==> src/rtl/tpc_pkg.sv <==
package tpc_pkg;

  typedef enum logic [1:0] {
    IN_TOKENS = 2'd0,
    IN_FWD_RD = 2'd1,
    IN_FWD_WR = 2'd2,
    IN_NONE   = 2'd3
  } in_kind_e;

  typedef enum logic [1:0] {
    OP_LOAD  = 2'd0,
    OP_STORE = 2'd1,
    OP_EVICT = 2'd2,
    OP_NOP   = 2'd3
  } cpu_op_e;

  typedef enum logic [1:0] {
    OUT_REQ_RD = 2'd0,
    OUT_REQ_WR = 2'd1,
    OUT_GIVE   = 2'd2,
    OUT_WB     = 2'd3
  } out_kind_e;

  typedef enum logic [2:0] {
    S_IDLE   = 3'd0,
    S_ISSUE  = 3'd1,
    S_WAIT   = 3'd2,
    S_PISSUE = 3'd3,
    S_PWAIT  = 3'd4
  } miss_state_e;

endpackage

==> src/rtl/tpc_data_ram.sv <==
module tpc_data_ram #(
  parameter int DEPTH  = 4,
  parameter int DATA_W = 32,
  parameter int ADDR_W = 2
) (
  input  logic              clk,
  input  logic              we,
  input  logic [ADDR_W-1:0] waddr,
  input  logic [DATA_W-1:0] wdata,
  input  logic [ADDR_W-1:0] raddr_a,
  output logic [DATA_W-1:0] rdata_a,
  input  logic [ADDR_W-1:0] raddr_b,
  output logic [DATA_W-1:0] rdata_b
);

  logic [DATA_W-1:0] mem [DEPTH];

  always_ff @(posedge clk) begin
    if (we) mem[waddr] <= wdata;
  end

  assign rdata_a = mem[raddr_a];
  assign rdata_b = mem[raddr_b];

endmodule

==> src/rtl/tpc_token_bank.sv <==
module tpc_token_bank #(
  parameter int NUM_BLOCKS = 4,
  parameter int TOKENS     = 4,
  parameter int BLK_W      = 2,
  parameter int CNT_W      = 3
) (
  input  logic             clk,
  input  logic             rst,
  input  logic             add_en,
  input  logic [BLK_W-1:0] add_blk,
  input  logic [CNT_W-1:0] add_n,
  input  logic             take_en,
  input  logic [BLK_W-1:0] take_blk,
  input  logic [CNT_W-1:0] take_n,
  output logic [CNT_W-1:0] cnt_o [NUM_BLOCKS],
  output logic             ovf_o
);

  localparam logic [CNT_W-1:0] T_CNT  = CNT_W'(TOKENS);
  localparam logic [CNT_W:0]   T_WIDE = (CNT_W+1)'(TOKENS);

  logic [CNT_W-1:0] cnt_q [NUM_BLOCKS];
  logic [CNT_W:0]   add_sum;

  always_comb begin
    add_sum = {1'b0, cnt_q[add_blk]} + {1'b0, add_n};
    ovf_o   = add_en && (add_sum > T_WIDE);
  end

  always_ff @(posedge clk) begin
    for (int i = 0; i < NUM_BLOCKS; i++) begin
      if (rst) begin
        cnt_q[i] <= '0;
      end else if (add_en && add_blk == BLK_W'(i)) begin
        cnt_q[i] <= (add_sum > T_WIDE) ? T_CNT : add_sum[CNT_W-1:0];
      end else if (take_en && take_blk == BLK_W'(i)) begin
        cnt_q[i] <= cnt_q[i] - take_n;
      end
    end
  end

  assign cnt_o = cnt_q;


  take_le_held_chk: assert property (@(posedge clk) disable iff (rst)
    take_en |-> (take_n <= cnt_q[take_blk]));

  for (genvar gi = 0; gi < NUM_BLOCKS; gi++) begin : g_cap

    cnt_cap_chk: assert property (@(posedge clk) disable iff (rst)
      (add_en && add_blk == BLK_W'(gi)) |=> (cnt_q[gi] <= T_CNT));
  end

endmodule

==> src/rtl/tpc_miss_ctrl.sv <==
module tpc_miss_ctrl #(
  parameter int TIMEOUT      = 8,
  parameter int LONG_TIMEOUT = 32,
  parameter int MAX_RETRY    = 4
) (
  input  logic clk,
  input  logic rst,
  input  logic start,
  input  logic clear,
  input  logic port_free,
  input  logic tok_arrived,
  output logic issue,
  output logic escalate,
  output logic busy
);
  import tpc_pkg::*;

  localparam int TMR_W = $clog2(LONG_TIMEOUT + 1);
  localparam int RTY_W = $clog2(MAX_RETRY + 1);
  localparam logic [TMR_W-1:0] SHORT_END = TMR_W'(TIMEOUT - 1);
  localparam logic [TMR_W-1:0] LONG_END  = TMR_W'(LONG_TIMEOUT - 1);
  localparam logic [RTY_W-1:0] RTY_MAX   = RTY_W'(MAX_RETRY);

  miss_state_e      state_q;
  logic [TMR_W-1:0] timer_q;
  logic [RTY_W-1:0] retry_q;

  assign issue    = !clear && port_free && (state_q == S_ISSUE || state_q == S_PISSUE);
  assign escalate = (state_q == S_PISSUE) || (state_q == S_PWAIT);
  assign busy     = (state_q != S_IDLE);

  always_ff @(posedge clk) begin
    if (rst || clear) begin
      state_q <= S_IDLE;
      timer_q <= '0;
      retry_q <= '0;
    end else begin
      case (state_q)
        S_IDLE: if (start) state_q <= S_ISSUE;
        S_ISSUE: if (port_free) begin
          state_q <= S_WAIT;
          timer_q <= '0;
          retry_q <= retry_q + 1'b1;
        end
        S_WAIT: begin
          if (tok_arrived) begin
            timer_q <= '0;
          end else if (timer_q == SHORT_END) begin
            timer_q <= '0;
            state_q <= (retry_q >= RTY_MAX) ? S_PWAIT : S_ISSUE;
          end else begin
            timer_q <= timer_q + 1'b1;
          end
        end
        S_PISSUE: if (port_free) begin
          state_q <= S_PWAIT;
          timer_q <= '0;
        end
        S_PWAIT: begin
          if (tok_arrived) begin
            timer_q <= '0;
          end else if (timer_q == LONG_END) begin
            timer_q <= '0;
            state_q <= S_PISSUE;
          end else begin
            timer_q <= timer_q + 1'b1;
          end
        end
        default: state_q <= S_IDLE;
      endcase
    end
  end


  esc_after_retries_chk: assert property (@(posedge clk) disable iff (rst)
    $rose(escalate) |-> ($past(retry_q) == RTY_MAX));


  retry_bound_chk: assert property (@(posedge clk) disable iff (rst)
    (issue && !escalate) |-> (retry_q < RTY_MAX));

endmodule

==> src/rtl/token_perm_ctrl.sv <==
module token_perm_ctrl #(
  parameter int NUM_BLOCKS   = 4,
  parameter int TOKENS       = 4,
  parameter int DATA_W       = 32,
  parameter int TIMEOUT      = 8,
  parameter int LONG_TIMEOUT = 32,
  parameter int MAX_RETRY    = 4,
  localparam int BLK_W = (NUM_BLOCKS > 1) ? $clog2(NUM_BLOCKS) : 1,
  localparam int CNT_W = $clog2(TOKENS + 1)
) (
  input  logic              clk,
  input  logic              rst,
  input  logic              cpu_valid,
  input  logic [1:0]        cpu_op,
  input  logic [BLK_W-1:0]  cpu_blk,
  input  logic [DATA_W-1:0] cpu_wdata,
  output logic              cpu_grant,
  output logic [DATA_W-1:0] cpu_rdata,
  input  logic              in_valid,
  input  logic [1:0]        in_kind,
  input  logic [BLK_W-1:0]  in_blk,
  input  logic [CNT_W-1:0]  in_tokens,
  input  logic              in_has_data,
  input  logic [DATA_W-1:0] in_data,
  output logic              out_valid,
  output logic [1:0]        out_kind,
  output logic [BLK_W-1:0]  out_blk,
  output logic [CNT_W-1:0]  out_tokens,
  output logic [DATA_W-1:0] out_data,
  output logic              persist_req,
  output logic [BLK_W-1:0]  persist_blk,
  output logic              err_flag
);
  import tpc_pkg::*;

  localparam logic [CNT_W-1:0] T_CNT = CNT_W'(TOKENS);
  localparam logic [CNT_W-1:0] ONE   = CNT_W'(1);

  logic [CNT_W-1:0] cnt [NUM_BLOCKS];
  logic [CNT_W-1:0] cnt_in, cnt_cpu;
  logic [DATA_W-1:0] rd_cpu, rd_in;
  logic in_msg, msg_tok, fwd_rd, fwd_wr, fwd_send;
  logic [CNT_W-1:0] fwd_n;
  logic op_ld, op_st, op_ev, cpu_live, perm;
  logic grant_ldst, ev_go, ev_send, start, port_free, tok_arrived;
  logic ram_in_we, ram_we, ovf, dataless;
  logic [BLK_W-1:0]  ram_waddr;
  logic [DATA_W-1:0] ram_wdata;
  logic issue, escalate, busy;

  logic              cpu_grant_q;
  logic [DATA_W-1:0] cpu_rdata_q;
  logic              out_valid_q;
  out_kind_e         out_kind_q;
  logic [BLK_W-1:0]  out_blk_q;
  logic [CNT_W-1:0]  out_tokens_q;
  logic [DATA_W-1:0] out_data_q;
  logic [BLK_W-1:0]  pblk_q;
  logic              err_q;

  assign cnt_in  = cnt[in_blk];
  assign cnt_cpu = cnt[cpu_blk];

  // incoming message decode and forward response
  always_comb begin
    in_msg   = in_valid && (in_kind_e'(in_kind) != IN_NONE);
    msg_tok  = in_valid && (in_kind_e'(in_kind) == IN_TOKENS);
    fwd_rd   = in_valid && (in_kind_e'(in_kind) == IN_FWD_RD);
    fwd_wr   = in_valid && (in_kind_e'(in_kind) == IN_FWD_WR);
    fwd_send = (fwd_wr && cnt_in != '0) || (fwd_rd && cnt_in > ONE);
    fwd_n    = fwd_wr ? cnt_in : ONE;
    ram_in_we = msg_tok && in_has_data;
    dataless  = msg_tok && !in_has_data && (cnt_in == '0) && (in_tokens != '0);
  end

  // processor access decision
  always_comb begin
    op_ld    = cpu_op_e'(cpu_op) == OP_LOAD;
    op_st    = cpu_op_e'(cpu_op) == OP_STORE;
    op_ev    = cpu_op_e'(cpu_op) == OP_EVICT;
    cpu_live = cpu_valid && !cpu_grant_q && !(in_msg && in_blk == cpu_blk);
    perm     = (op_ld && cnt_cpu != '0) || (op_st && cnt_cpu == T_CNT);
    grant_ldst = cpu_live && perm && !(op_st && ram_in_we);
    ev_go    = cpu_live && op_ev && !busy && (cnt_cpu == '0 || !fwd_send);
    ev_send  = ev_go && (cnt_cpu != '0);
    start    = cpu_valid && !cpu_grant_q && (op_ld || op_st) && !grant_ldst && !busy;
    port_free   = !fwd_send && !ev_send;
    tok_arrived = msg_tok && (in_blk == cpu_blk);
    ram_we    = ram_in_we || (grant_ldst && op_st);
    ram_waddr = ram_in_we ? in_blk : cpu_blk;
    ram_wdata = ram_in_we ? in_data : cpu_wdata;
  end

  tpc_token_bank #(
    .NUM_BLOCKS(NUM_BLOCKS), .TOKENS(TOKENS), .BLK_W(BLK_W), .CNT_W(CNT_W)
  ) u_bank (
    .clk(clk), .rst(rst),
    .add_en(msg_tok), .add_blk(in_blk), .add_n(in_tokens),
    .take_en(fwd_send || ev_send),
    .take_blk(fwd_send ? in_blk : cpu_blk),
    .take_n(fwd_send ? fwd_n : cnt_cpu),
    .cnt_o(cnt), .ovf_o(ovf)
  );

  tpc_data_ram #(.DEPTH(NUM_BLOCKS), .DATA_W(DATA_W), .ADDR_W(BLK_W)) u_ram (
    .clk(clk), .we(ram_we), .waddr(ram_waddr), .wdata(ram_wdata),
    .raddr_a(cpu_blk), .rdata_a(rd_cpu), .raddr_b(in_blk), .rdata_b(rd_in)
  );

  tpc_miss_ctrl #(
    .TIMEOUT(TIMEOUT), .LONG_TIMEOUT(LONG_TIMEOUT), .MAX_RETRY(MAX_RETRY)
  ) u_miss (
    .clk(clk), .rst(rst), .start(start), .clear(grant_ldst),
    .port_free(port_free), .tok_arrived(tok_arrived),
    .issue(issue), .escalate(escalate), .busy(busy)
  );

  always_ff @(posedge clk) begin
    if (rst) begin
      cpu_grant_q  <= 1'b0;
      cpu_rdata_q  <= '0;
      out_valid_q  <= 1'b0;
      out_kind_q   <= OUT_REQ_RD;
      out_blk_q    <= '0;
      out_tokens_q <= '0;
      out_data_q   <= '0;
      pblk_q       <= '0;
      err_q        <= 1'b0;
    end else begin
      cpu_grant_q <= grant_ldst || ev_go;
      if (grant_ldst && op_ld) cpu_rdata_q <= rd_cpu;
      out_valid_q <= fwd_send || ev_send || issue;
      if (fwd_send) begin
        out_kind_q   <= OUT_GIVE;
        out_blk_q    <= in_blk;
        out_tokens_q <= fwd_n;
        out_data_q   <= rd_in;
      end else if (ev_send) begin
        out_kind_q   <= OUT_WB;
        out_blk_q    <= cpu_blk;
        out_tokens_q <= cnt_cpu;
        out_data_q   <= rd_cpu;
      end else if (issue) begin
        out_kind_q   <= op_st ? OUT_REQ_WR : OUT_REQ_RD;
        out_blk_q    <= cpu_blk;
        out_tokens_q <= '0;
        out_data_q   <= '0;
      end
      if (start) pblk_q <= cpu_blk;
      err_q <= err_q || ovf || dataless;
    end
  end

  assign cpu_grant   = cpu_grant_q;
  assign cpu_rdata   = cpu_rdata_q;
  assign out_valid   = out_valid_q;
  assign out_kind    = out_kind_q;
  assign out_blk     = out_blk_q;
  assign out_tokens  = out_tokens_q;
  assign out_data    = out_data_q;
  assign persist_req = escalate;
  assign persist_blk = pblk_q;
  assign err_flag    = err_q;


  store_perm_chk: assert property (@(posedge clk) disable iff (rst)
    (cpu_grant && $past(cpu_op) == 2'd1) |-> ($past(cnt_cpu) == T_CNT));


  give_has_tokens_chk: assert property (@(posedge clk) disable iff (rst)
    (out_valid && (out_kind == 2'd2 || out_kind == 2'd3)) |-> (out_tokens != '0));


  req_no_tokens_chk: assert property (@(posedge clk) disable iff (rst)
    (out_valid && (out_kind == 2'd0 || out_kind == 2'd1)) |-> (out_tokens == '0));


  err_sticky_chk: assert property (@(posedge clk) disable iff (rst)
    $past(err_flag) |-> err_flag);

endmodule

==> config.mk <==
export PLATFORM = sky130hd
export DESIGN_NAME = token_perm_ctrl
export DESIGN_NICKNAME = d
export VERILOG_FILES = /design/src/rtl/tpc_pkg.sv /design/src/rtl/tpc_data_ram.sv /design/src/rtl/tpc_token_bank.sv /design/src/rtl/tpc_miss_ctrl.sv /design/src/rtl/token_perm_ctrl.sv
export SDC_FILE = /design/constraint.sdc
export NUM_CORES = 1
export LEC_CHECK = 0
export BUFFER_PORTS_ARGS = -buffer_cell sky130_fd_sc_hd__buf_4
export CORE_MARGIN = 10
export CORE_UTILIZATION = 60
export DETAILED_ROUTE_END_ITERATION = 16
export PLACE_DENSITY = 0.85
export SLEW_MARGIN = 20
export SYNTH_ARGS = -nofsm -noshare
export SYNTH_HDL_FRONTEND = slang
export SYNTH_SLANG_ARGS = --single-unit
export TNS_END_PERCENT = 20
==> constraint.sdc <==
create_clock -name clk -period 7.1 [get_ports clk]
set_input_delay 1.42 -clock clk [delete_from_list [all_inputs] [get_ports clk]]
set_output_delay 1.42 -clock clk [all_outputs]
set_load 0.01 [all_outputs]
## Word-level counts from Yosys, hierarchy flattened

Memories as Yosys holds them, arrays and structs flattened.
Index checks and enable logic that the tools add are counted.
Widths: inputs -> output; s select.

- Bits in registers: 100
- RAM bits: 128
- Input bits: 80
- Output and inout bits: 77
- Logic and storage cells: 193
- Memories: 1

- Add/sub/neg operators: 7
- Magnitude comparators: 5
- Eq/ne operators: 27
- Multiplexer cells: 50
- Bitwise logic cells: 2
- Reduce and logical (&&, ||, !) cells: 84

Memories:

| name | words | width | rd ports | clocked after Yosys merged registers in | write ports | RTL line | source |
|---|---|---|---|---|---|---|---|
| u_ram.mem | 4 | 32 | 2 | 0 | 1 | tpc_data_ram.sv:16 | `logic [DATA_W-1:0] mem [DEPTH];` |

Operator list:

| operator | number |
|---|---|
| $mux 32 | 4 |
| $mux 3 | 26 |
| $logic_and 1x1->1 | 40 |
| $mux 6 | 5 |
| $pmux 6 s3 | 1 |
| $reduce_bool 3->1 | 6 |
| $mux 2 | 8 |
| $pmux 3 s5 | 1 |
| $logic_or 1x1->1 | 13 |
| $bmux 3 s2 | 2 |
| $eq 2x2->1 const B | 6 |
| $sub 3x3->3 | 4 |
| $ne 2x2->1 const B | 5 |
| $reduce_bool 2->1 | 5 |
| $ge 3x3->1 const B | 3 |
| $logic_not 3->1 | 3 |
| $eq 2x1->1 const B | 4 |
| $logic_not 1->1 | 8 |
| $logic_not 2->1 | 4 |
| $ne 2x1->1 const B | 4 |
| $reduce_and 7->1 | 1 |
| $add 6x1->6 const B | 1 |
| $eq 3x2->1 const B | 2 |
| $eq 3x3->1 const B | 2 |
| other kinds (12) | 17 |

## Longest topological paths before layout

Gate-level depths: netlist of the first run.

- Depth after elaboration: 18
- Depth in mapped cells: 12
- Mapped depth without buffers: 10

## By module

Synthesis of the first run repeated with hierarchy kept, for this count alone.

- Cell total of the unflattened synthesis: 859
- Area, all modules: 11,686.2 µm²

Modules (own cells, without submodules):

| module | times used | cells an instance | area an instance (µm²) | seq. area each (µm²) |
|---|---|---|---|---|
| tpc_data_ram | 1 | 210 | 5,504.0 | 3,843.7 |
| token_perm_ctrl | 1 | 443 | 4,301.6 | 1,521.5 |
| tpc_token_bank | 1 | 117 | 1,126.1 | 240.2 |
| tpc_miss_ctrl | 1 | 89 | 754.5 | 240.2 |

## Least setup slack after synthesis of the first run

No wires, ideal clock.

- Path kind: in2reg
- Start: in cpu_blk[1]
- End: mem u_ram.mem[3][0] (enable)
- Library setup time: 432 ps
- Arrival time: 4,133 ps
- Data required time: 6,668 ps
- Slack: 2,535 ps
- Stages: 5
- Path buffers: 3
- Cell sequence: clkbuf_1 > clkbuf_1 > clkbuf_1 > nand3_1 > a21oi_1

- Word-level cells in the longest chain between the ends: 13
- Elaborated cells on any way between the ends: 20
- Classes of those cells: eq/ne (2); mux (6); bitwise (1); reduce/logical (11)

Ends and longest elaborated chain:

| element | RTL line | source |
|---|---|---|
| start: declaration | token_perm_ctrl.sv:15 | `input logic [BLK_W-1:0] cpu_blk,` |
| $not 2->3 (implied by the code) | token_perm_ctrl.sv:62 | `assign cnt_cpu = cnt[cpu_blk];` |
| $bmux 3 s2 | token_perm_ctrl.sv:62 |  |
| $mux 3 (implied by the code) (2 in series) | token_perm_ctrl.sv:62 |  |
| $eq 3x3->1 or $reduce_bool 3->1 (tied branches) | token_perm_ctrl.sv:82 | `perm = (op_ld && cnt_cpu != '0) \|\| (op_st && cnt_cpu == T_CNT);` |
| $logic_and 1x1->1 | token_perm_ctrl.sv:82 |  |
| $logic_or 1x1->1 | token_perm_ctrl.sv:82 |  |
| $logic_and 1x1->1 (2 in series) | token_perm_ctrl.sv:83 | `grant_ldst = cpu_live && perm && !(op_st && ram_in_we);` |
| $logic_and 1x1->1 | token_perm_ctrl.sv:89 | `ram_we = ram_in_we \|\| (grant_ldst && op_st);` |
| $logic_or 1x1->1 | token_perm_ctrl.sv:89 |  |
| $mux 1 | tpc_data_ram.sv:19 | `if (we) mem[waddr] <= wdata;` |
| $mux 1 (implied by the code) | tpc_data_ram.sv:19 |  |
| end: declaration | tpc_data_ram.sv:16 |  |

Several ways; a longest one is shown, not always the timed one. The select of a mux whose other input is x is not followed.

## Final worst setup path of the first run

- Start: in in_blk[0]
- End: reg out_data_q[4], in the netlist out_data[4]

- Word-level cells in the longest chain between the ends: 16
- Elaborated cells on any way between the ends: 30
- Classes of those cells: order compare (1); eq/ne (1); mux (5); bitwise (1); reduce/logical (21); memory (1)

Ends and longest elaborated chain:

| element | RTL line | source |
|---|---|---|
| start: declaration | token_perm_ctrl.sv:21 | `input logic [BLK_W-1:0] in_blk,` |
| $not 2->3 (implied by the code) | token_perm_ctrl.sv:61 | `assign cnt_in = cnt[in_blk];` |
| $bmux 3 s2 | token_perm_ctrl.sv:61 |  |
| $mux 3 (implied by the code) (2 in series) | token_perm_ctrl.sv:61 |  |
| $gt 3x1->1 or $reduce_bool 3->1 (tied branches) | token_perm_ctrl.sv:70 | `fwd_send = (fwd_wr && cnt_in != '0) \|\| (fwd_rd && cnt_in > ONE);` |
| $logic_and 1x1->1 | token_perm_ctrl.sv:70 |  |
| $logic_or 1x1->1 | token_perm_ctrl.sv:70 |  |
| $logic_not 1->1 | token_perm_ctrl.sv:84, token_perm_ctrl.sv:87 |  |
| $logic_or 1x1->1 | token_perm_ctrl.sv:84 | `ev_go = cpu_live && op_ev && !busy && (cnt_cpu == '0 \|\| !fwd_send);` |
| $logic_and 1x1->1 | token_perm_ctrl.sv:84 |  |
| $logic_and 1x1->1 | token_perm_ctrl.sv:85 | `ev_send = ev_go && (cnt_cpu != '0);` |
| $logic_not 1->1 | token_perm_ctrl.sv:87 | `port_free = !fwd_send && !ev_send;` |
| $logic_and 1x1->1 | token_perm_ctrl.sv:87 |  |
| $logic_and 1x1->1 (2 in series) | tpc_miss_ctrl.sv:28 | `assign issue = !clear && port_free && (state_q == S_ISSUE \|\| state_q == S_PISSUE);` |
| $reduce_bool 3->1 (no line) | - |  |
| end signal: assignment | token_perm_ctrl.sv:137 | `out_data_q <= rd_in;` |
| end signal: assignment | token_perm_ctrl.sv:142 | `out_data_q <= rd_cpu;` |
| end: declaration | token_perm_ctrl.sv:57 | `logic [DATA_W-1:0] out_data_q;` |

Several ways; a longest one is shown, not always the timed one. The select of a mux whose other input is x is not followed.
A chain may end at the register's enable or synchronous reset.

==> results of run 1 <==
[per-stage QoR]
stage	instance area, um^2	util (%)	hold slack (ns)
floorplan	11000	-	0.461
global placement	12300	68.5	0.442
detailed placement	12300	68.5	0.447
CTS	13100	72.8	0.456
global route	13100	72.8	0.477
finish	13100	72.8	0.454
[registers in the layout, summed over array words and instances (netlist names)]
signal and count:
out_blk 2, out_valid 1, out_data 32, u_miss.state_q 3
u_miss.retry_q 3, out_kind 2, u_ram.mem 128, persist_blk 2
cpu_rdata 32, out_tokens 3, err_flag 1, u_bank.cnt_o 12
cpu_grant 1, u_miss.timer_q 6
[worst reg2reg max path, cell delays in order, from the launching register on]
cell and delay (ns):
dfxtp_1 0.36, mux4_2 0.63, a211oi_4 0.33, nor2_4 0.06, buf_4 0.31, nor3_4 0.57
buf_4 0.45, a211oi_1 0.12, nor3_1 0.20
[metal layers]
layer	vias up	global-route usage [%]	part of all wire [%]
li1	3760	-	-
met1	4122	30.4	38
met2	509	40.4	49
met3	84	5.13	9.7
met4	0	8.96	3.2
met5	-	0	0
[Yosys cell counts, drive strengths merged, types with 13 or more instances]
cell,instances
and3,15
nor3,23
a22oi,26
a31oi,13
edfxtp,128
mux4,70
inv,15
clkbuf,44
nor2,54
a211oi,15
buf,22
dfxtp,100
a21oi,73
nand2,211
[where the power goes]
group	internal [mW]	total [mW]	switching, mW
Combinational	0.203	0.478	0.275
Sequential	1.45	1.49	0.0465
Clock	0.688	1.21	0.526
Total	2.34	3.18	0.847
[how the worst min path moves through the flow]
stage | startpoint | to | cells past startpoint
final | cpu_rdata[12] | cpu_rdata[12] | 2
after detailed placement | cpu_rdata[12] | cpu_rdata[12] | 2
after CTS | cpu_rdata[12] | cpu_rdata[12] | 2
after global placement | out_data[8] | out_data[8] | 2
after global routing | out_data[13] | out_data[13] | 2
after floorplan | u_miss.timer_q[5] | u_miss.timer_q[5] | 2
[cell type report]
class / count / area [um^2] / share of cell area, %
clock inverters: 10 / 110 / 0.842
inverters: 15 / 56.3 / 0.431
clock buffers: 32 / 649 / 4.97
multi-input cells: 635 / 4870 / 37.2
repair buffers: 168 / 1260 / 9.65
flip-flops and latches: 228 / 5850 / 44.7
well taps: 229 / 287 / 2.19
[logic make-up after synthesis]
logic type               Yosys count  synth area share (%)
flip-flops                       228                  53.3
AO/OA/AOI/OAI                    178                  11.4
adder cells (fa/ha/maj)           15                  2.05
multiplexers                      74                  14.7
AND/OR/NAND/NOR                  358                  14.6
buffers and inverters             81                  3.14
XOR/XNOR                          10                 0.799
==> flow_metrics.env, run 1 <==
export IMPL_status="finished clean"
export IMPL_startpoint="in_blk[0]"
export IMPL_netlist_area_mm2=0.0110
export IMPL_vias=8475
export IMPL_layout_min_cycle_time_ns=4.43
export IMPL_crit_chain="buf_4, mux4_2, a211oi_4, nor2_4, buf_4, nor3_4, buf_4, a211oi_1, nor3_1"
export IMPL_reg2reg_to="out_data[4]"
export IMPL_clock_sinks=228
export IMPL_required_ns=7.53
export IMPL_synthCells=944
export IMPL_dieHeight_um=155
export IMPL_reg2reg_slack_ns=3.98
export IMPL_core_area_mm2=0.0180
export IMPL_die_area_mm2=0.0241
export IMPL_mostFrequentLayoutCells="nand2_1 (211), buf_4 (168), edfxtp_1 (128)"
export IMPL_wire_per_inst_um=22.9
export IMPL_cts_max_path_buffers=3
export IMPL_grt_overflow_total=0
export IMPL_place_ws_ns=1.95
export IMPL_crit_top_cell="buf_4"
export IMPL_antenna_found_initial=0
export IMPL_clock_latency_ns=0.53
export IMPL_setup_violations=0
export IMPL_tightest_slew_ns=1.12
export IMPL_drt_first_pass_iters=6
export IMPL_hold_path_class="reg -> reg"
export IMPL_fin_setup_tns_ns=0
export IMPL_yosysWarnings=0
export IMPL_cts_tree="yes"
export IMPL_drv_slew=0
export IMPL_worstSetupStartpointType="input pin"
export IMPL_critPathMaxStageDelay_ns=0.71
export IMPL_slowest_stage="mux4_2"
export IMPL_syn_num_nets=1039
export IMPL_cts_setup_buffers=0
export IMPL_cp_max_fo=41
export IMPL_synth_area_leaders="edfxtp_1 (35%), dfxtp_1 (18%), mux4_2 (14%)"
export IMPL_ys_ff_latch=228
export IMPL_portBuffers=156
export IMPL_rsz0062_at_grt="false"
export IMPL_drtIter0Drc=932
export IMPL_final_common_cell="nand2_1"
export IMPL_p_leak_nw=4.86
export IMPL_grt_max_degree=95
export IMPL_cap_violations=0
export IMPL_cp_depth=9
export IMPL_ctsResizeCount=0
export IMPL_gr_usage_all_layers_pct=24.2
export IMPL_r2r_start="u_bank.cnt_o[1]"
export IMPL_ios=157
export IMPL_critPathTopFamily="buffers and inverters"
export IMPL_die_w_um=155
export IMPL_synth_top_area_cell="edfxtp_1"
export IMPL_fmax_ghz=0.226
export IMPL_rows=49
export IMPL_cts_buffers_inserted=23
export IMPL_ys_seq_area_share_pct=53.3
export IMPL_max_slew_margin_pct=25.5
export IMPL_fillers=1180
export IMPL_grt_pass1_vias=8584
export IMPL_arrival_ns=4.86
export IMPL_fin_skew_ns=0.0148
export IMPL_p_per_area_mw_per_mm2=244
export IMPL_ys_async_sr_fraction_pct=0
export IMPL_place_congestion=0.919
export IMPL_setup_ws_ns=2.67
export IMPL_period_share_pct=62.4
export IMPL_path_class="in -> reg"
export IMPL_synth_cell_types=69
export IMPL_grt_first_pass_wirelength_mm=46.8
export IMPL_place_inst=1275
export IMPL_clk_pin_slew_ns=0.06
export IMPL_synth_ff_type="edfxtp_1"
export IMPL_vias_per_cell=6.44
export IMPL_fin_cells=1317
export IMPL_cp_end_kind="flip-flop"
export IMPL_routed_wl_mm=30.2
export IMPL_reg2reg_depth=8
export IMPL_synth_top_area_share_pct=35.0
export IMPL_vdd_drop_max_v=0.000252
export IMPL_drive_gt1_share_pct=27.5
export IMPL_synth_edf_count=128
export IMPL_critPathBufInv=3
export IMPL_postCtsHoldBufs=0
export IMPL_initial_core_util_pct=61.1
export IMPL_n_antenna_cell=0
export IMPL_total_power_mw=3.18
export IMPL_final_antenna_net_count=0
export IMPL_endpoint="out_data[4]"
export IMPL_avgSynthCellArea_um2=11.6
export IMPL_cts_root_buf="clkbuf_16"
export IMPL_hold_viol=0
export IMPL_drc=0
export IMPL_areaGrowthSynthToFinish_pct=19.2
export IMPL_nNetsFinal=1166
export IMPL_place_hpwl_mm=19.0
export IMPL_cts_max_level=1
Power figures use the tool's default switching activity.
==> inputs of run 2 (changes only) <==
CORE_UTILIZATION = 58   (was 60)
PLACE_DENSITY = 0.83   (was 0.85)
clock period = 4.6 ns   (was 7.1 ns; I/O delays follow)
==> flow_metrics.env, run 2 (same netlist as run 1, synthesis figures left out) <==
export IMPL_nNetsFinal=1172
export IMPL_grt_pass1_vias=8621
export IMPL_rsz0062_at_grt="false"
export IMPL_fin_setup_tns_ns=0
export IMPL_cts_root_buf="clkbuf_16"
export IMPL_cts_buffers_inserted=24
export IMPL_vias=8394
export IMPL_worstSetupStartpointType="input pin"
export IMPL_place_hpwl_mm=19.8
export IMPL_layout_min_cycle_time_ns=3.56
export IMPL_period_share_pct=77.3
export IMPL_vias_per_cell=6.32
export IMPL_hold_path_class="reg -> reg"
export IMPL_required_ns=4.98
export IMPL_drc=0
export IMPL_p_leak_nw=4.90
export IMPL_setup_ws_ns=1.04
export IMPL_hp_start="out_data[12]"
export IMPL_place_congestion=0.909
export IMPL_grt_first_pass_wirelength_mm=46.4
export IMPL_largest_reg_flops=128
export IMPL_reg2reg_to="u_bank.cnt_o[5]"
export IMPL_vdd_drop_max_v=0.000281
export IMPL_die_area_mm2=0.0248
export IMPL_drt_first_pass_iters=6
export IMPL_max_slew_margin_pct=39.3
export IMPL_reg2reg_depth=10
export IMPL_initial_core_util_pct=58.8
export IMPL_cts_tree="yes"
export IMPL_dieHeight_um=158
export IMPL_final_common_cell="nand2_1"
export IMPL_grt_max_degree=50
export IMPL_ios=157
export IMPL_startpoint="in_blk[1]"
export IMPL_cts_max_level=1
export IMPL_endpoint="u_bank.cnt_o[7]"
export IMPL_grt_overflow_total=0
export IMPL_fin_area_mm2=0.0132
export IMPL_drtIter0Drc=808
export IMPL_routed_wl_mm=30.3
export IMPL_wire_per_inst_um=22.8
export IMPL_cap_violations=0
export IMPL_p_per_area_mw_per_mm2=378
export IMPL_fin_skew_ns=0.0126
export IMPL_core_area_mm2=0.0186
export IMPL_portBuffers=156
export IMPL_drive_gt1_share_pct=27.8
export IMPL_gr_usage_all_layers_pct=23.8
export IMPL_arrival_ns=3.93
export IMPL_n_antenna_cell=0
export IMPL_cp_max_fo=41
export IMPL_clock_latency_ns=0.51
export IMPL_clk_pin_slew_ns=0.06
export IMPL_final_antenna_net_count=0
export IMPL_cp_end_kind="flip-flop"
export IMPL_dpl_cell_area_mm2=0.0124
export IMPL_setup_violations=0
export IMPL_r2r_start="u_bank.cnt_o[4]"
export IMPL_reg2reg_slack_ns=1.65
export IMPL_fmax_ghz=0.281
export IMPL_status="finished clean"
export IMPL_ctsResizeCount=0
export IMPL_tightest_slew_ns=0.909
export IMPL_antenna_found_initial=0
export IMPL_drv_slew=0
export IMPL_fillers=1264
export IMPL_mostFrequentLayoutCells="nand2_1 (211), buf_4 (172), edfxtp_1 (128)"
export IMPL_top_register="u_ram.mem"
export IMPL_clock_sinks=228
export IMPL_cts_max_path_buffers=3
export IMPL_cts_setup_buffers=0
export IMPL_postCtsHoldBufs=0
export IMPL_die_w_um=158
export IMPL_rows=50
export IMPL_place_ws_ns=0.594
export IMPL_whs_ns=0.453
export IMPL_hold_viol=0
export IMPL_areaGrowthSynthToFinish_pct=19.9
export IMPL_path_class="in -> reg"
run 2: cell types whose count changed in the layout (fill, tap and decap cells not counted), sizes merged:
cell / previous run / this run
buf: 168 / 173
clkinv: 5 / 9
inv: 18 / 15
clkbuf: 32 / 30
clkinvlp: 1 / 3
bufinv: 1 / 2
run 2: layout make-up:
class | instances | area, um^2 | share of cell area (%)
Clock buffer | 30 | 664 | 5.05
Clock inverter | 14 | 126 | 0.960
Inverter | 15 | 56.3 | 0.428
Multi-Input combinational cell | 635 | 4860 | 36.9
Sequential cell | 228 | 5850 | 44.4
Tap cell | 234 | 293 | 2.23
Timing Repair Buffer | 173 | 1310 | 9.97
run 2: power breakdown:
group          internal [mW]  switching, mW  total, mW
Sequential              2.23         0.0798       2.31
Clock                   1.14          0.779       1.92
Combinational          0.319          0.428      0.748
run 2: layer usage:
| layer | part of all wire (%) | wire (um) | GRT usage [%] | vias to the layer above |
|---|---|---|---|---|
| met1 | 37 | 11300 | 29.0 | 4105 |
| met2 | 51 | 15500 | 41.8 | 452 |
| met4 | 2.5 | 758 | 7.17 | 0 |
| li1 | - | - | - | 3771 |
| met3 | 9.2 | 2770 | 4.78 | 66 |
| met5 | 0 | 0 | 0 | - |
run 2: stage by stage:
stage               cells  utilization, %  power [mW]
floorplan             944               -        2.80
global placement     1285            66.3        3.06
detailed placement   1285            66.3        3.08
CTS                  1329            70.6        4.99
global route         1329            70.6        5.15
finish               1329            70.6        4.97
run 2: worst min path at each step:
stage                         to  cells after the start  slack [ns]
2_1_floorplan  u_miss.timer_q[5]                      2        0.46
3_3_place_gp        out_data[21]                      2        0.44
3_5_place_dp        cpu_rdata[1]                      2        0.45
4_1_cts             cpu_rdata[1]                      2        0.46
5_1_grt             out_data[12]                      2        0.47
6_report            out_data[12]                      2        0.45
run 2: critical path: stages:
cell and delay (ns):
buf_4 0.50, mux4_2 0.43, ha_1 0.19, inv_1 0.05, fa_1 0.40, nand3b_1 0.18
a21oi_1 0.37, nor2b_1 0.35, nor2_1 0.09, a2111oi_1 0.42
==> inputs of run 3 (changes only) <==
clock period = 3.69 ns   (was 4.6 ns; I/O delays follow)
==> flow_metrics.env, run 3 (same netlist as run 1, synthesis figures left out) <==
export IMPL_portBuffers=156
export IMPL_cts_buffers_inserted=24
export IMPL_min_path_cells=2
export IMPL_wire_per_inst_um=22.5
export IMPL_dieHeight_um=158
export IMPL_vias_per_cell=6.34
export IMPL_crit_top_cell="buf_4"
export IMPL_cts_max_path_buffers=3
export IMPL_cap_violations=0
export IMPL_initial_core_util_pct=58.8
export IMPL_drt_first_pass_iters=5
export IMPL_fin_setup_tns_ns=0
export IMPL_clock_sinks=228
export IMPL_grt_first_pass_wirelength_mm=46.7
export IMPL_drtIter0Drc=752
export IMPL_fin_skew_ns=0.0109
export IMPL_cts_setup_buffers=0
export IMPL_reg2reg_to="u_ram.mem[0][14]"
export IMPL_whs_ns=0.454
export IMPL_p_leak_nw=5.00
export IMPL_place_hpwl_mm=20.2
export IMPL_place_congestion=0.917
export IMPL_period_share_pct=82.4
export IMPL_cp_end_kind="flip-flop"
export IMPL_critPathBufInv=3
export IMPL_slowest_stage="a21oi_4"
export IMPL_final_common_cell="nand2_1"
export IMPL_fillers=1255
export IMPL_hp_start="out_data[1]"
export IMPL_core_area_mm2=0.0186
export IMPL_mostFrequentLayoutCells="nand2_1 (211), buf_4 (185), edfxtp_1 (128)"
export IMPL_ios=157
export IMPL_vdd_drop_max_v=0.000325
export IMPL_setup_ws_ns=0.648
export IMPL_path_class="in -> reg"
export IMPL_top_register="u_ram.mem"
export IMPL_cp_max_fo=25
export IMPL_drv_slew=0
export IMPL_status="finished clean"
export IMPL_arrival_ns=3.27
export IMPL_drc=0
export IMPL_clock_latency_ns=0.52
export IMPL_drive_gt1_share_pct=28.9
export IMPL_whs_endpoint="out_data[1]"
export IMPL_place_ws_ns=0.149
export IMPL_routed_wl_mm=30.2
export IMPL_largest_reg_flops=128
export IMPL_finish_utilization_pct=71.3
export IMPL_total_power_mw=6.29
export IMPL_max_slew_margin_pct=33.2
export IMPL_n_antenna_cell=0
export IMPL_fin_cells=1343
export IMPL_fmax_ghz=0.329
export IMPL_required_ns=3.92
export IMPL_crit_chain="buf_4, or3b_2, a31oi_1, and2_1, a31oi_1, buf_4, a21oi_4, buf_4"
export IMPL_setup_violations=0
export IMPL_layout_min_cycle_time_ns=3.04
export IMPL_reg2reg_slack_ns=0.65
export IMPL_areaGrowthSynthToFinish_pct=21.2
export IMPL_rows=50
export IMPL_ctsResizeCount=0
export IMPL_gr_usage_all_layers_pct=23.9
export IMPL_place_inst=1299
export IMPL_grt_max_degree=62
export IMPL_cts_root_buf="clkbuf_16"
export IMPL_postCtsHoldBufs=0
export IMPL_critPathMaxStageDelay_ns=0.76
export IMPL_fin_area_mm2=0.0133
export IMPL_grt_overflow_total=0
export IMPL_dpl_cell_area_mm2=0.0125
export IMPL_final_antenna_net_count=0
export IMPL_cts_max_level=1
export IMPL_tightest_slew_ns=1.00
export IMPL_worstSetupStartpointType="input pin"
export IMPL_r2r_start="cpu_grant"
export IMPL_rsz0062_at_grt="false"
export IMPL_hold_viol=0
export IMPL_die_w_um=158
export IMPL_nNetsFinal=1186
export IMPL_vias=8514
export IMPL_clk_pin_slew_ns=0.06
export IMPL_p_per_area_mw_per_mm2=473
export IMPL_critPathTopFamily="compound AO/OA/AOI/OAI gates"
export IMPL_die_area_mm2=0.0248
export IMPL_cts_tree="yes"
export IMPL_hold_path_class="reg -> reg"
export IMPL_grt_pass1_vias=8724
export IMPL_antenna_found_initial=0
export IMPL_reg2reg_depth=7
-- run 3: cell count changes in the layout (fill, tap and decap cells not counted) --
cell | previous run | this run
clkinv_4 | 1 | 2
clkbuf_8 | 2 | 1
buf_12 | 1 | 2
buf_4 | 172 | 185
clkinv_1 | 4 | 2
bufinv_16 | 2 | 3
clkbuf_1 | 3 | 2
clkbuf_16 | 25 | 24
inv_6 | 0 | 3
clkinv_8 | 0 | 1
clkinvlp_4 | 3 | 2
-- run 3: cell type report --
cell class / instances / area (um^2) / share of cell area [%]
multi-input combinational: 635 / 4860 / 36.6
inverter: 15 / 56.3 / 0.423
timing repair buffer: 187 / 1430 / 10.7
sequential: 228 / 5850 / 44.0
clock inverter: 17 / 193 / 1.45
clock buffer: 27 / 622 / 4.68
tap: 234 / 293 / 2.20
-- run 3: worst min-delay path, stage by stage (launching register included) --
cell and delay [ns]:
dfxtp_1 0.31, nand2_1 0.05, a21oi_1 0.05
-- run 3: power breakdown --
group	leakage [nW]	total, mW	internal (mW)	switching (mW)
registers	1.96	2.86	2.78	0.0797
logic	2.64	0.963	0.415	0.548
clock network	0.395	2.47	1.44	1.03
-- run 3: worst max-delay path by stage --
stage,endpoint,depth (start not counted),slack (ns),from
2_1_floorplan,u_ram.mem[1][0],5,-0.12,cpu_op[1]
3_3_place_gp,u_ram.mem[0][12],8,0.20,cpu_op[1]
3_5_place_dp,u_ram.mem[0][12],8,0.15,cpu_op[1]
4_1_cts,u_ram.mem[0][14],7,0.67,cpu_grant
5_1_grt,u_ram.mem[0][14],7,0.49,cpu_grant
6_report,u_ram.mem[0][14],8,0.65,cpu_op[1]
-- run 3: metal layers --
metal,track usage [%],vias up,part of all wire [%]
li1,-,3796,-
met1,29.5,4179,37
met2,39.8,458,49
met3,5.65,81,10
met4,9.22,0,3.2
met5,0,-,0
